--- config.mk ---
export PLATFORM = sky130hd
export DESIGN_NAME = rsub_divider
export DESIGN_NICKNAME = d
export VERILOG_FILES = /design/src/rtl/rsub_divider.sv
export SDC_FILE = /design/constraint.sdc
export NUM_CORES = 1
export LEC_CHECK = 0
export ABC_AREA = 1
export BUFFER_PORTS_ARGS = -buffer_cell sky130_fd_sc_hd__buf_2
export CORE_UTILIZATION = 35
export DETAILED_ROUTE_END_ITERATION = 7
export SYNTH_ARGS = -nofsm -noshare
export SYNTH_HDL_FRONTEND = slang
export SYNTH_SLANG_ARGS = --single-unit
--- constraint.sdc ---
create_clock -name clk -period 2.7 [get_ports clk]
set_input_delay 0.27 -clock clk [delete_from_list [all_inputs] [get_ports clk]]
set_output_delay 0.27 -clock clk [all_outputs]
set_load 0.01 [all_outputs]
--- src/rtl/rsub_divider.sv ---
module rsub_divider #(
  parameter int W = 16
) (
  input  logic         clk,
  input  logic         rst_n,
  input  logic         start,
  input  logic [W-1:0] dividend,
  input  logic [W-1:0] divisor,
  output logic         busy,
  output logic         done,
  output logic         overflow,
  output logic [W-1:0] quotient,
  output logic [W-1:0] remainder
);

  logic [W-1:0] dvs_q;
  logic         run_q;
  logic [W:0]   diff;
  logic         accept, dvs_zero, stop;

  assign diff     = {1'b0, remainder} - {1'b0, dvs_q};
  assign dvs_zero = (divisor == '0);
  assign stop     = diff[W] || (remainder == '0);
  assign accept   = start && !run_q;
  assign busy     = run_q;

  always_ff @(posedge clk or negedge rst_n) begin
    if (!rst_n) begin
      dvs_q     <= '0;
      run_q     <= 1'b0;
      done      <= 1'b0;
      overflow  <= 1'b0;
      quotient  <= '0;
      remainder <= '0;
    end else begin
      done <= 1'b0;
      if (accept) begin
        remainder <= dividend;
        quotient  <= '0;
        dvs_q     <= divisor;
        overflow  <= dvs_zero;
        run_q     <= !dvs_zero;
        done      <= dvs_zero;
      end else if (run_q) begin
        if (stop) begin
          run_q <= 1'b0;
          done  <= 1'b1;
        end else begin
          remainder <= diff[W-1:0];
          quotient  <= quotient + 1'b1;
        end
      end
    end
  end

endmodule


---- Word-level counts from Yosys, hierarchy flattened ----
Index checks and enable logic that the tools add are counted.
word-level totals
  flip-flop bits (word level) ............. 51
  logic and storage cells ................. 29
operators by class
  add/sub/neg operators ................... 2
  eq/ne operators ......................... 1
  multiplexer cells ....................... 12
  reductions and logical operators ........ 8
operators with widths
  cell                   count
  $mux 16                6
  $logic_not 16->1       2
  $sub 16x16->17         1
  $add 16x1->16 const B  1
  $mux 1                 6
  $logic_not 1->1        2
  $ne 2x2->1 const B     1
  $reduce_and 2->1       1
  $reduce_bool 2->1      1
  $logic_and 1x1->1      1
  $logic_or 1x1->1       1

---- Depth between registers and ports, before layout ----
Gate-level depths: netlist of run 1.
  depth in word-level cells ............... 5
  mapped depth ............................ 16
  depth with buffers taken out ............ 16

---- Worst setup path before layout of run 1 ----
Ideal clock, no wire load.
  path kind ............................... flip-flop to flip-flop
  start point ............................. register remainder[0]
  end point ............................... register remainder[14]
  library setup time ...................... 0.065 ns
  arrival ................................. 1.962 ns
  required time ........................... 2.635 ns
  slack ................................... 0.673 ns
  stages on the path, launching flop included .. 17
  path buffers ............................ 1
  clock period less this slack ............ 2.027 ns
  cell sequence ........................... dfrtp_1 inv_1 ha_1 inv_1 fa_1 nand2_1 nand2_1 nand3_2 nand2_2 nand2_1 nand2_2 nand2_4 nand2_8 inv_4 buf_6 nand2_1 nand2_1
on the way
  word-level cells in the longest chain between the ends .. 4
  elaborated cells between the ends (all ways) .. 8
RTL lines
  item                                                       line    source
  from (decl)                                                13      output logic [W-1:0] remainder
  from (signal assigned)                                     38      remainder <= dividend;
  from (signal assigned)                                     49      remainder <= diff[W-1:0];
  $sub 16x16->17 / $logic_not 16->1 (equally long branches)  21, 23
  $mux 16 / $logic_or 1x1->1 (equally long branches)         45, 23
  $mux 16 / $ne 2x2->1 (equally long branches)               n/a
  $mux 16 / $reduce_and 2->1 (equally long branches)         n/a
Parallel ways exist; a longest one is shown, timed or not. The select of a mux whose other input is x is not followed.
A chain may end at the register's enable or synchronous reset.

---- Final worst setup path of run 1 ----
  start point ............................. register remainder[0]
  end point ............................... register remainder[11]
The elaborated chain is that of the path after synthesis.

==> results, run 1 <==
- The overflow left after global routing is 0.
- The flow ran to the end, and the final reports show no timing, DRC or antenna violations.
- The via total after detailed routing is about 3,300.
- Walking the worst path, the cells encountered are inv_1 -> ha_1 -> inv_1 -> fa_1 -> nand2_1 -> nand2_1 -> nand3_2 -> nand2_2 -> nand2_1 -> nand2_2 -> nand2_4 -> nand2_8 -> inv_8 -> nand2_1 -> nand2_1 -> inv_1.
- Detailed placement finished with a half-perimeter wire length of 6935 um.
- The first global-routing pass estimated 15,100 um of wire.
- The synthesized area divided by synthesized cell count is 6.855 um2.
- Summing every instance area after synthesis gives 3523 um2.
- The post-route core utilization is 41.83%.
- The detail-routed via count per cell is 4.652.
- For this design the top-level I/O count stands at 70.
- Total power for the finished layout comes to 5.407 mW.
- The Yosys step of the flow raised 0 warnings.
- The layout-stage area growth over the synthesis result is 16.05%.
- The startpoint of the lowest-slack register-to-register path is remainder[0]$_DFFE_PN0P_.
- The combinational family with the most area after synthesis is simple AND/OR/NAND/NOR gates.
- The number of antenna violations at the first check in global routing is 0.
- The share of the synthesized netlist area taken by xor and xnor gates is 3.977%.
- Synthesis produced a netlist with a net count of 567.
- The worst slew slack as a fraction of its limit is about three fifths.
- The worst hold path stage count is 3.
- The routed wirelength normalized by instance count is 12.63 um.
- For the worst setup path, the data arrival time is roughly 2700 ps.
- The final worst clock skew is 7.948 ps.
- Setup violations remaining at the end of the flow were counted as 0.
- The commonest non-fill, non-tap cell in the layout is sky130_fd_sc_hd__nand2_1.
- The worst register-to-register path has a setup slack of 270 ps.
- STA classifies the critical path endpoint as a flip-flop.
- The buffer type at the clock tree root is sky130_fd_sc_hd__clkbuf_8.
- The die footprint is between 10,000 and 15,000 um2.
- TritonCTS built the clock tree.
- The filler cell count is between 1,000 and 1,500.
- The largest area contributor in the synthesized netlist is sky130_fd_sc_hd__dfrtp_1.
- The gate count of the mapped netlist is approximately 510.
- The top cell type's share of synthesized area is between 30% and 40%.
- The largest individual stage delay along the critical path comes from the cell sky130_fd_sc_hd__dfrtp_1.
- The number of inserted diodes is 0.
- The worst-case reg-to-reg path depth is 16.
- The number of post-CTS setup repair buffers is 0.
- Counting along the longest clock path gives a buffer depth of 2.
- Across the VDD grid, the largest voltage drop is 404.3 uV.
- The worst hold path endpoint is dvs_q[4]$_DFFE_PN0P_.
- The timing-limited maximum frequency is slightly above 0.4 GHz.
- In the synthesized netlist, mux cells make up 0% of the area.
- The data required time of the critical path is a little under 3000 ps.
- The most frequent cell on the critical path is sky130_fd_sc_hd__nand2_1.
- The floorplan die height is 102.3 um.
- The worst setup path is launched from a flip-flop.
- The number of detailed-routing iterations run before antenna repair is 4.
- Power spread over the standard cell area amounts to 1322 nW/um2.
- The sum of negative setup slack is 0 ps.
- The count of pins over their slew limit is 0.
- By area the synthesized netlist is led by sky130_fd_sc_hd__dfrtp_1, sky130_fd_sc_hd__nand2_1, sky130_fd_sc_hd__inv_1.
- The biggest cell delay along the critical path is 390 ps.
- The worst path uses 90.10% of the clock period.
- At the end of the flow, the number of nets in the layout was 635.
- Input and output buffers added on the ports amount to 69.
- The synthesized-area fraction occupied by and/or/nand/nor cells is 34.52%.
- The overall routed net length is 9042 um.
- The cell count after placement is 707.
- The CTS sink count is 51.
- The adder and majority gate portion of the synthesized area is 6.605%.
- The dominant delay contributor by cell family on the critical path is simple AND/OR/NAND/NOR gates.
- Global routing consumed, over all layers together, 18.65% of the routing resources.
- The finished layout holds 716 standard cells, fillers aside.
- The starting utilization of the core area is 36.05%.
- In this run the remaining antenna-violating nets after routing total 0.
- The worst hold path startpoint is divisor[4].
- Routability-driven placement finished with a final weighted congestion of approximately 0.90.
- By startpoint and endpoint, the worst setup path is classified as flip-flop to flip-flop.
- The floorplan step set the die width to 102.3 um.
- In this run the critical register-to-register path is captured at remainder[11]$_DFFE_PN0P_.
- The largest net degree at the start of global routing is 53.
- In this run, CTS created clock tree buffers numbering 5.
- The clock period minus worst slack is 2433 ps.
- The max-capacitance violation count is 0.
- The share of the synthesized area in compound gates (AO/OA/AOI/OAI) is under 10%.
- Cells with a size suffix above 1 make up 17.15% of the layout.
- For the worst-skew pair, the clock arrives at the later sink with an insertion delay of 310 ps.
- Setup repair after global routing left no endpoint under its margin.
- The detailed router finished its first iteration with 184 violations.
- The count of distinct cell types in the synthesized netlist is 35.
- The number of H-tree branching levels is 2.
- In this run the static leakage power is 2.252 nW.
- The class of the most critical hold timing path is input port to flip-flop.
- The initialized floorplan defines 36 standard-cell rows.
- The largest fanout on the critical path is 34.
- For this run, design rule violations remaining after detail routing come to 0.
- The area of the core region is 9774 um2.
- The sequential element share of the synthesized area is 36.22%.
- At the pin with the least slew margin, the transition time is roughly 580 ps.
- The via count of the first global-routing pass is around 3,200.
- After clock tree synthesis, the clock-pin slew on the worst setup and hold paths is 110 ps.
- The post-synthesis sequential element count is 51.
- The library cells used most frequently in the layout, excluding fill and tap cells, are sky130_fd_sc_hd__nand2_1, sky130_fd_sc_hd__inv_1, sky130_fd_sc_hd__buf_2, sky130_fd_sc_hd__dfrtp_1, sky130_fd_sc_hd__nand3_1.
- The number of buffers and inverters on the critical path is 4.
- The final-report hold violation count came to 0.
==> worst max path at each step <==
stage | depth (start not counted) | slack [ps] | from | end
after CTS | 16 | 200 | remainder[0]$_DFFE_PN0P_ | remainder[11]$_DFFE_PN0P_
after global placement | 16 | 310 | remainder[0]$_DFFE_PN0P_ | remainder[11]$_DFFE_PN0P_
after detailed placement | 16 | 220 | remainder[0]$_DFFE_PN0P_ | remainder[11]$_DFFE_PN0P_
final | 16 | 270 | remainder[0]$_DFFE_PN0P_ | remainder[11]$_DFFE_PN0P_
after floorplan | 16 | 670 | remainder[0]$_DFFE_PN0P_ | remainder[14]$_DFFE_PN0P_
after global routing | 15 | 20 | remainder[0]$_DFFE_PN0P_ | quotient[8]$_DFFE_PN0P_
==> layout make-up <==
type | count | area [um2] | area share (%)
Sequential cell | 51 | 1276 | 31.21
Timing Repair Buffer | 73 | 377.9 | 9.241
Inverter | 80 | 307.8 | 7.528
Clock buffer | 5 | 68.82 | 1.683
Clock inverter | 3 | 22.52 | 0.5508
Multi-Input combinational cell | 371 | 1869 | 45.72
Tap cell | 133 | 166.4 | 4.070
==> sequential cells by signal, indices dropped and copies added, names as in the netlist <==
signal     flops
overflow       1
quotient      16
busy           1
dvs_q         16
remainder     16
done           1
==> layer usage <==
layer / global-route usage (%) / wire length [um] / share of wire [%]
met1: 26.17 / 4461 / 49
met2: 30.05 / 4163 / 46
met3: 3.283 / 333 / 3.7
met4: 3.956 / 85 / 0.94
met5: 0 / 0 / 0
==> report_power, final <==
part | internal, mW | switching (mW)
sequential | 1.08 | 0.275
combinational | 1.29 | 2.28
clock | 0.189 | 0.289
==> synth_stat cells <==
| library cell | number |
|---|---|
| sky130_fd_sc_hd__inv_4 | 1 |
| sky130_fd_sc_hd__and2_1 | 3 |
| sky130_fd_sc_hd__a21oi_2 | 1 |
| sky130_fd_sc_hd__dfrtp_1 | 51 |
| sky130_fd_sc_hd__buf_4 | 1 |
| sky130_fd_sc_hd__nand2_1 | 187 |
| sky130_fd_sc_hd__a21oi_1 | 12 |
| sky130_fd_sc_hd__nand2_2 | 2 |
| sky130_fd_sc_hd__nand3_2 | 1 |
| sky130_fd_sc_hd__inv_2 | 3 |
| sky130_fd_sc_hd__nor2_2 | 1 |
| sky130_fd_sc_hd__o22ai_1 | 6 |
| sky130_fd_sc_hd__nand3_1 | 33 |
| sky130_fd_sc_hd__nand4_1 | 1 |
| sky130_fd_sc_hd__inv_1 | 76 |
| sky130_fd_sc_hd__o21ai_0 | 26 |
| sky130_fd_sc_hd__xnor2_1 | 3 |
| sky130_fd_sc_hd__clkbuf_1 | 6 |
| sky130_fd_sc_hd__o21ai_2 | 1 |
| sky130_fd_sc_hd__nor3_2 | 1 |
| sky130_fd_sc_hd__xor2_1 | 13 |
| sky130_fd_sc_hd__and3_1 | 1 |
| sky130_fd_sc_hd__nor4_1 | 4 |
| sky130_fd_sc_hd__nand3b_1 | 2 |
| sky130_fd_sc_hd__fa_1 | 1 |
| sky130_fd_sc_hd__ha_1 | 17 |
| sky130_fd_sc_hd__or2_4 | 1 |
| sky130_fd_sc_hd__o21ai_1 | 6 |
| sky130_fd_sc_hd__nand2_4 | 1 |
| sky130_fd_sc_hd__buf_6 | 4 |
| sky130_fd_sc_hd__or2_2 | 6 |
| sky130_fd_sc_hd__nor3_1 | 9 |
| sky130_fd_sc_hd__buf_2 | 1 |
| sky130_fd_sc_hd__nor2_1 | 31 |
| sky130_fd_sc_hd__nand2_8 | 1 |
==> logic make-up (layout without fill, tap and decap cells) <==
kind of cell | after synthesis | in the layout
AOI/OAI and AO/OA | 52 | 52
xor gates and xnor gates | 16 | 16
adders and majority gates | 18 | 18
buffers and inverters | 92 | 161
DFF | 51 | 51
and+or+nand+nor | 285 | 285
==> worst min-delay path, cell delays in order <==
cell and delay, ps:
sky130_fd_sc_hd__buf_2 80, sky130_fd_sc_hd__nand2_1 50, sky130_fd_sc_hd__o21ai_0 60
==> stage by stage <==
step | setup slack [ps] | cell area, um2 | hold slack, ps
after floorplan | 673.3 | 3523 | -25.59
after global placement | 309.5 | 3983 | 191.3
after detailed placement | 220.5 | 3983 | 200.2
after CTS | 201.7 | 4084 | 168.1
after global routing | 19.18 | 4089 | 189.6
final | 267.3 | 4089 | 178.2
==> timing repair <==
item                                    in CTS  in global routing
resized for setup                            0                  2
hold endpoints to repair                    13                  0
endpoints found under the setup margin       0                  6
hold buffers                                 1                  0
Power figures use the tool's default switching activity.
==> inputs of run 2 (changes only) <==
--- a/config.mk
+++ b/config.mk
@@ -9,6 +9,7 @@
 export BUFFER_PORTS_ARGS = -buffer_cell sky130_fd_sc_hd__buf_2
 export CORE_UTILIZATION = 35
 export DETAILED_ROUTE_END_ITERATION = 7
+export PLACE_DENSITY = 0.52
 export SYNTH_ARGS = -nofsm -noshare
 export SYNTH_HDL_FRONTEND = slang
 export SYNTH_SLANG_ARGS = --single-unit
==> run 2 against run 1 <==
Effect of this change: worst hold slack worse by 14 ps; largest power group unchanged; final cell count is 0.14% higher; sequential power is essentially flat; via count down 0.54%; worst setup slack lost 46 ps; first-iteration DRC count decreased by 49%; critical endpoint unchanged; sequential share of layout area fell by 0.20 points; routed wire length grew 3.7%; highest routed layer unchanged; global-route usage up 0.40 points.
==> results, run 2 (synthesized netlist as in run 1, its figures left out) <==
- The area of the core region is around 9800 um2.
- The number of buffers between clock root and the deepest sink is 2.
- The first-pass GRT wire length is 15,370 um.
- The number of inserted diodes is 0.
- The clock reaches the later pin of the worst-skew pair after 320 ps.
- The sequential fraction of design power is 24.5%.
- The number of H-tree branching levels is 2.
- The class of the most critical hold timing path is input port to flip-flop.
- The number of antenna violations at the first check in global routing came to 0.
- The share of the clock period used by the worst path after layout is approximately nine tenths.
- On the worst path, the slowest cell contributes a delay of 400 ps.
- The final worst clock skew is 10.09 ps.
- The worst vdd rail ir drop is 489.9 uV.
- Once the floorplan was initialized, standard cells occupied 36.05% of the core.
- Of all nets on the critical path, the largest fanout is 34.
- The detail-routed via count per cell is 4.621.
- The sum of negative setup slack is 0 ps.
- The cell with the largest stage delay on the worst path is sky130_fd_sc_hd__dfrtp_1.
- Input and output buffers added on the ports amount to between 60 and 70.
- For the finished layout, the period the worst path requires is 2479 ps.
- The setup violation total in the final timing report is 0.
- The count of pins over their slew limit is 0.
- From left edge to right edge, the die measures 102.3 um.
- The post-detailed-route count of antenna-violating nets is 0.
- After filler insertion, the fill cell instance count of the layout stands at 1,025.
- The max-capacitance violation count is 0.
- Data arrives at the worst endpoint at 2700 ps.
- At the worst endpoint, the required time is 2920 ps.
- The placer's final routability congestion estimate is roughly 0.88.
- The share of final-layout standard cells stronger than drive strength 1 is 17.29%.
- The overall routed net length is 9378 um.
- The number of design-rule violations left by the first detailed-router iteration is a little over 90.
- Setup repair after global routing left no endpoint under its margin.
- The run finished with clean final reports.
- Leaving out fill and tap cells, the most frequent cell in the layout is sky130_fd_sc_hd__nand2_1.
- The floorplan step defined a die boundary enclosing 10,470 um2.
- The clock network is responsible for 10.4% of the overall power.
- Entering global routing, the biggest net connects 53 pins.
- The switching power share of the total is 52.16%.
- Compared with the post-synthesis result, the final layout area differs by 16.80%.
- The power per cell area is 1342 nW/um2.
- The final-report hold violation count is 0.
- In this run, CTS created clock tree buffers numbering 5.
- The critical path goes through inv_1 -> ha_1 -> inv_1 -> fa_1 -> nand2_1 -> nand2_1 -> nand3_2 -> nand2_2 -> nand2_1 -> nand2_2 -> nand2_4 -> nand2_8 -> inv_6 -> nand2_1 -> nand2_1 -> inv_1.
- The via total after detailed routing is 3,313.
- The buffer type at the clock tree root is sky130_fd_sc_hd__clkbuf_8.
- The floorplan step set the die height to 102.3 um.
- Hold is met by 164.0 ps.
- The critical setup path kind is flip-flop to flip-flop.
- The largest registers in the layout are dvs_q: 16 flops, quotient: 16 flops, remainder: 16 flops.
- The most frequent cell on the critical path is sky130_fd_sc_hd__nand2_1.
- The number of buffer and inverter instances along the worst setup path is 4.
- The via count of the first global-routing pass is around 3,200.
- The total overflow left after global routing is 0.
- For this design the static power due to leakage is 2.265 nW.
- The number of standard-cell rows in the floorplan is 36.
- After detailed routing, the number of remaining DRC violations is 0.
- The number of detailed-routing iterations run before antenna repair is 4.
- 70 I/O pins were placed.
- The net count of the finished layout is roughly 640.
- The number of setup buffers added after CTS is 0.
- The kind of cell with the highest combined delay along the critical path is simple AND/OR/NAND/NOR gates.
- The global-route usage over all layers is a little under a fifth.
- The routed wirelength normalized by instance count is 13.08 um.
- TritonCTS built the clock tree.
- Derived from the worst setup path, the maximum achievable clock frequency is just over 0.4 GHz.
- Excluding fillers, the count of instances in the completed layout stands at 717.
- Leaving out fill and tap cells, the most frequent cells in the layout are sky130_fd_sc_hd__nand2_1, sky130_fd_sc_hd__inv_1, sky130_fd_sc_hd__buf_2, sky130_fd_sc_hd__dfrtp_1, sky130_fd_sc_hd__nand3_1.
- The critical path endpoint category is a flip-flop.
- The internal portion of total power is 2.642 mW.
- In this run, the combinational gates consume 65.2% of the power.
- The switching power total is slightly below 3 mW.
- The HPWL after detailed placement is 7202 um.
- The clock slew at the register clock pins of the worst setup and hold paths is between 100 and 150 ps.
- In this run, placement finished with an instance count of slightly above 700.
- The worst slew slack as a fraction of its limit is 56.25%.
- STA classifies the critical path startpoint as a flip-flop.
- The CTS sink count is 51.
- The transition at the pin with the smallest max-transition slack is 655.5 ps.
==> run 2: cell count changes in the layout (fill, tap and decap cells not counted) <==
| cell | change |
|---|---|
| sky130_fd_sc_hd__inv_8 | -1 |
| sky130_fd_sc_hd__buf_4 | +1 |
| sky130_fd_sc_hd__bufinv_16 | +1 |
| sky130_fd_sc_hd__inv_6 | -1 |
| sky130_fd_sc_hd__clkinv_4 | +1 |
==> run 2: area by class of cell <==
class	instances	area (um2)	area share (%)
Clock inverter	3	43.79	1.064
Inverter	80	305.3	7.419
Clock buffer	5	68.82	1.672
Sequential cell	51	1276	31.01
Timing Repair Buffer	74	385.4	9.365
Multi-Input combinational cell	371	1869	45.42
Tap cell	133	166.4	4.044
==> run 2: what timing repair did <==
item / in CTS / in global routing
setup endpoints to repair: 0 / 1
hold buffers: 1 / 0
gates resized for setup: 0 / 1
hold endpoints to repair: 16 / 0
==> run 2: tightest hold or removal path, cell delays in order <==
cell                      delay, ps
sky130_fd_sc_hd__buf_2           90
sky130_fd_sc_hd__nand2_1         40
sky130_fd_sc_hd__o21ai_0         50
==> run 2: final timing paths <==
| check | startpoint | to | slack, ps | depth (start not counted) |
|---|---|---|---|---|
| max | remainder[0]$_DFFE_PN0P_ | remainder[11]$_DFFE_PN0P_ | 220 | 16 |
| min | divisor[1] | dvs_q[1]$_DFFE_PN0P_ | 160 | 3 |
| max reg2reg | remainder[0]$_DFFE_PN0P_ | remainder[11]$_DFFE_PN0P_ | 220 | 16 |
| min reg2reg | overflow$_DFFE_PN0P_ | overflow$_DFFE_PN0P_ | 500 | 2 |
| max in group asynchronous | rst_n | remainder[2]$_DFFE_PN0P_ | 1610 | 3 |
| min in group asynchronous | rst_n | dvs_q[14]$_DFFE_PN0P_ | 430 | 2 |
==> run 2: through the flow <==
step	setup slack, ps	util (%)	total power, mW	cell area, um2
2_1_floorplan	673.3	-	4.090	3523
3_3_place_gp	284.2	40.82	4.938	3990
3_5_place_dp	210.8	40.82	4.953	3990
4_1_cts	191.5	42.08	5.552	4113
5_1_grt	18.91	42.10	6.158	4115
6_report	221.5	42.10	5.522	4115
==> run 2: power by group through the flow <==
stage | Combinational, mW | Clock, mW | Sequential (mW)
6_report | 3.60 | 0.572 | 1.35
3_3_place_gp | 3.57 | 0 | 1.37
4_1_cts | 3.61 | 0.586 | 1.36
2_1_floorplan | 2.73 | 0 | 1.36
5_1_grt | 4.16 | 0.608 | 1.39
3_5_place_dp | 3.58 | 0 | 1.37
==> run 2: metal layers <==
layer	vias to the layer above	global-route usage (%)	share of wire [%]
li1	1732	-	-
met1	1515	25.41	48
met2	59	32.68	47
met3	7	2.462	3.5
met4	0	4.615	0.97
met5	-	0	0
==> inputs of run 3 (changes only) <==
--- a/config.mk
+++ b/config.mk
@@ -7,9 +7,12 @@
 export LEC_CHECK = 0
 export ABC_AREA = 1
 export BUFFER_PORTS_ARGS = -buffer_cell sky130_fd_sc_hd__buf_2
+export CORE_MARGIN = 5
 export CORE_UTILIZATION = 35
 export DETAILED_ROUTE_END_ITERATION = 7
 export PLACE_DENSITY = 0.52
+export SKIP_LAST_GASP = 1
+export SLEW_MARGIN = 10
 export SYNTH_ARGS = -nofsm -noshare
 export SYNTH_HDL_FRONTEND = slang
 export SYNTH_SLANG_ARGS = --single-unit
==> run 3 against run 2 <==
Effect of this change: the flow now finishes with violations (negative hold slack); clock skew grew 5.3 ps; power shrank 1.7%; global-route usage shrank 2.3 points; design area shrank 0.82%; critical endpoint unchanged; worst hold slack lost 180 ps; critical path depth is the same; die area grew 16%; combinational power is essentially flat; clock power shrank 15%; clock-buffer cell count is the same; via count grew 1.1%; final cell count shrank 0.14%.
==> results, run 3 (synthesized netlist as in run 1, its figures left out) <==
- In this run the static leakage power is roughly 2.3 nW.
- The worst path in the final design needs a cycle of 2463 ps, including I/O delays and setup.
- The number of post-CTS setup repair buffers is 0.
- The number of buffers inserted for hold repair after clock tree synthesis is 0.
- Summing all placed instances gives a cell area of between 3000 and 4000 um2.
- Routability-driven placement finished with a final weighted congestion of 0.8641.
- Measured against its own limit, the worst slew margin works out to 52.71%.
- The total of buffers placed on input and output ports is between 60 and 70.
- The overall routed net length is 9610 um.
- The final instance area is 4081 um2.
- The critical setup path kind is flip-flop to flip-flop.
- The number of nets in the finished design is 635.
- The run finished, with violations left.
- The buffer type at the clock tree root is sky130_fd_sc_hd__clkbuf_8.
- In the global route stage, met3 resource usage came out at 2.038%.
- The number of cells on the worst reg-to-reg path is 16.
- The commonest non-fill, non-tap cell in the layout is sky130_fd_sc_hd__nand2_1.
- The starting utilization of the core area is 36.05%.
- The clock tree from TritonCTS is done.
- The floorplan has 36 rows.
- The final-report hold violation count is 12.
- The share of final-layout standard cells stronger than drive strength 1 is ~17%.
- The global-route usage over all layers is 16.78%.
- The die covers approximately 12,000 um2.
- For met2 alone, demand over resource in global routing was 28.81%.
- The signal arrival time at the worst endpoint is roughly 2700 ps.
- Dividing the detail-routed via count by the number of cells gives 4.680.
- The count of pins over their slew limit is 0.
- The layout-stage area growth over the synthesis result is 15.84%.
- The worst vdd rail ir drop is 406.9 uV.
- The first global-routing pass estimated 15,870 um of wire.
- The floorplan die height is 110.3 um.
- The via total after detailed routing is 3,351.
- The setup slack of the most critical reg-to-reg path is 240 ps.
- The max-capacitance violation count is 0.
- After the first detailed-routing iteration, the DRC count stood at 153.
- The transition at the pin with the smallest max-transition slack is 709.3 ps.
- The overflow left after global routing is 0.
- The clock slew at the register clock pins of the worst setup and hold paths is around 110 ps.
- The detailed-route DRC error count is 0.
- Buffers inserted during clock tree synthesis total 5.
- The estimated wirelength of the detail-placed design is 7477 um.
- The CTS sink count is 51.
- Leaving out fill and tap cells, the most frequent cells in the layout are sky130_fd_sc_hd__nand2_1, sky130_fd_sc_hd__inv_1, sky130_fd_sc_hd__buf_2, sky130_fd_sc_hd__dfrtp_1, sky130_fd_sc_hd__nand3_1.
- The number of buffers between clock root and the deepest sink is 2.
- After layout, the worst path uses 91.23% of the clock period.
- The number of antenna diodes in the final layout is 0.
- In the final layout, the registers with the most flip-flops are dvs_q: 16 flops, quotient: 16 flops, remainder: 16 flops.
- The setup violation total in the final timing report is 0.
- In this run the critical register-to-register path is captured at remainder[11]$_DFFE_PN0P_.
- The critical path endpoint category is a flip-flop.
- In this run the critical register-to-register path is launched from remainder[0]$_DFFE_PN0P_.
- 70 I/O pins were placed.
- The post-detailed-route count of antenna-violating nets is 0.
- The H-tree was split into 2 levels.
- The pre-antenna-repair detailed-routing pass consisted of 4 iterations.
- The die is around 110 um wide.
- The class of the most critical hold timing path is input port to async pin.
- The area of the core region is 9774 um2.
- In this run, post-CTS repair resized a total of 0 instances.
- Setup repair after global routing left no endpoint under its margin.
- The data required time of the critical path is 2920 ps.
- Static timing analysis puts the maximum clock frequency at 0.4060 GHz.
- Of all nets on the critical path, the largest fanout is 34.
- The number of antenna violations at the first check in global routing came to 0.
- The most utilized layer in the global route result is met2.
- The checks that failed: negative hold slack.
- The largest net degree at the start of global routing is 53.
- Setup total negative slack on the finished layout was measured at 0 ps.
- For this design the ratio of total power to cell area is between 1000 and 1500 nW/um2.
- The via count of the first global-routing pass was 3,355.
- The tightest hold path in the finished design has a slack of -18.75 ps.
- In the global route stage, met1 resource usage came out at 22.51%.
- After detailed routing, the average wire length per cell comes to 13.42 um.
- The source-to-sink clock delay at the later pin of the worst-skew pair is 320 ps.
- On the final layout, the worst clock skew is 15.43 ps.
- The element type at the critical path start is a flip-flop.
-- run 3: cell count changes in the layout (fill, tap and decap cells not counted) --
cell                            delta
sky130_fd_sc_hd__inv_4             +1
sky130_fd_sc_hd__clkinv_4          -1
sky130_fd_sc_hd__dlygate4sd3_1     -1
sky130_fd_sc_hd__bufinv_16         -1
sky130_fd_sc_hd__inv_6             +1
-- run 3: final cells by class --
cell class | count | area [um2]
Clock buffer | 5 | 68.82
Inverter | 80 | 302.8
Tap cell | 133 | 166.4
Timing Repair Buffer | 73 | 375.4
Sequential cell | 51 | 1276
Multi-Input combinational cell | 371 | 1869
Clock inverter | 3 | 22.52
Fill cell | 1085 | 5693
-- run 3: worst max-delay path: stages, from the launching register on --
cell,delay (ps)
sky130_fd_sc_hd__dfrtp_1,390
sky130_fd_sc_hd__inv_1,100
sky130_fd_sc_hd__ha_1,160
sky130_fd_sc_hd__inv_1,70
sky130_fd_sc_hd__fa_1,380
sky130_fd_sc_hd__nand2_1,90
sky130_fd_sc_hd__nand2_1,100
sky130_fd_sc_hd__nand3_2,90
sky130_fd_sc_hd__nand2_2,70
sky130_fd_sc_hd__nand2_1,80
sky130_fd_sc_hd__nand2_2,70
sky130_fd_sc_hd__nand2_4,170
sky130_fd_sc_hd__nand2_8,190
sky130_fd_sc_hd__inv_4,230
sky130_fd_sc_hd__nand2_1,70
sky130_fd_sc_hd__nand2_1,70
sky130_fd_sc_hd__inv_1,30
-- run 3: worst max-delay path by stage --
stage	endpoint	slack [ps]	startpoint
floorplan	remainder[14]$_DFFE_PN0P_	670	remainder[0]$_DFFE_PN0P_
global placement	remainder[11]$_DFFE_PN0P_	290	remainder[0]$_DFFE_PN0P_
detailed placement	remainder[11]$_DFFE_PN0P_	250	remainder[0]$_DFFE_PN0P_
CTS	remainder[11]$_DFFE_PN0P_	230	remainder[0]$_DFFE_PN0P_
global route	remainder[11]$_DFFE_PN0P_	6	remainder[0]$_DFFE_PN0P_
finish	remainder[11]$_DFFE_PN0P_	240	remainder[0]$_DFFE_PN0P_
-- run 3: power by group --
group          internal [mW]  switching (mW)
Sequential              1.08           0.274
Clock                  0.189           0.296
Combinational           1.29            2.31
-- run 3: per-stage QoR --
step / hold slack [ps] / setup WS (ps) / total power [mW] / instances / utilization (%)
2_1_floorplan: -25.59 / 673.3 / 4.090 / 514 / -
3_3_place_gp: 356.9 / 286.8 / 4.940 / 708 / 40.82
3_5_place_dp: 374.8 / 250.6 / 4.968 / 708 / 40.82
4_1_cts: 7.447 / 227.4 / 5.485 / 716 / 41.76
5_1_grt: 37.58 / 6.036 / 6.069 / 716 / 41.76
6_report: -18.75 / 236.7 / 5.426 / 716 / 41.76
-- run 3: routing by layer --
layer  up-vias  wire length (um)
li1       1738                 -
met1      1553              4616
met2        52              4628
met3         8               255
met4         0               109
met5         -                 0
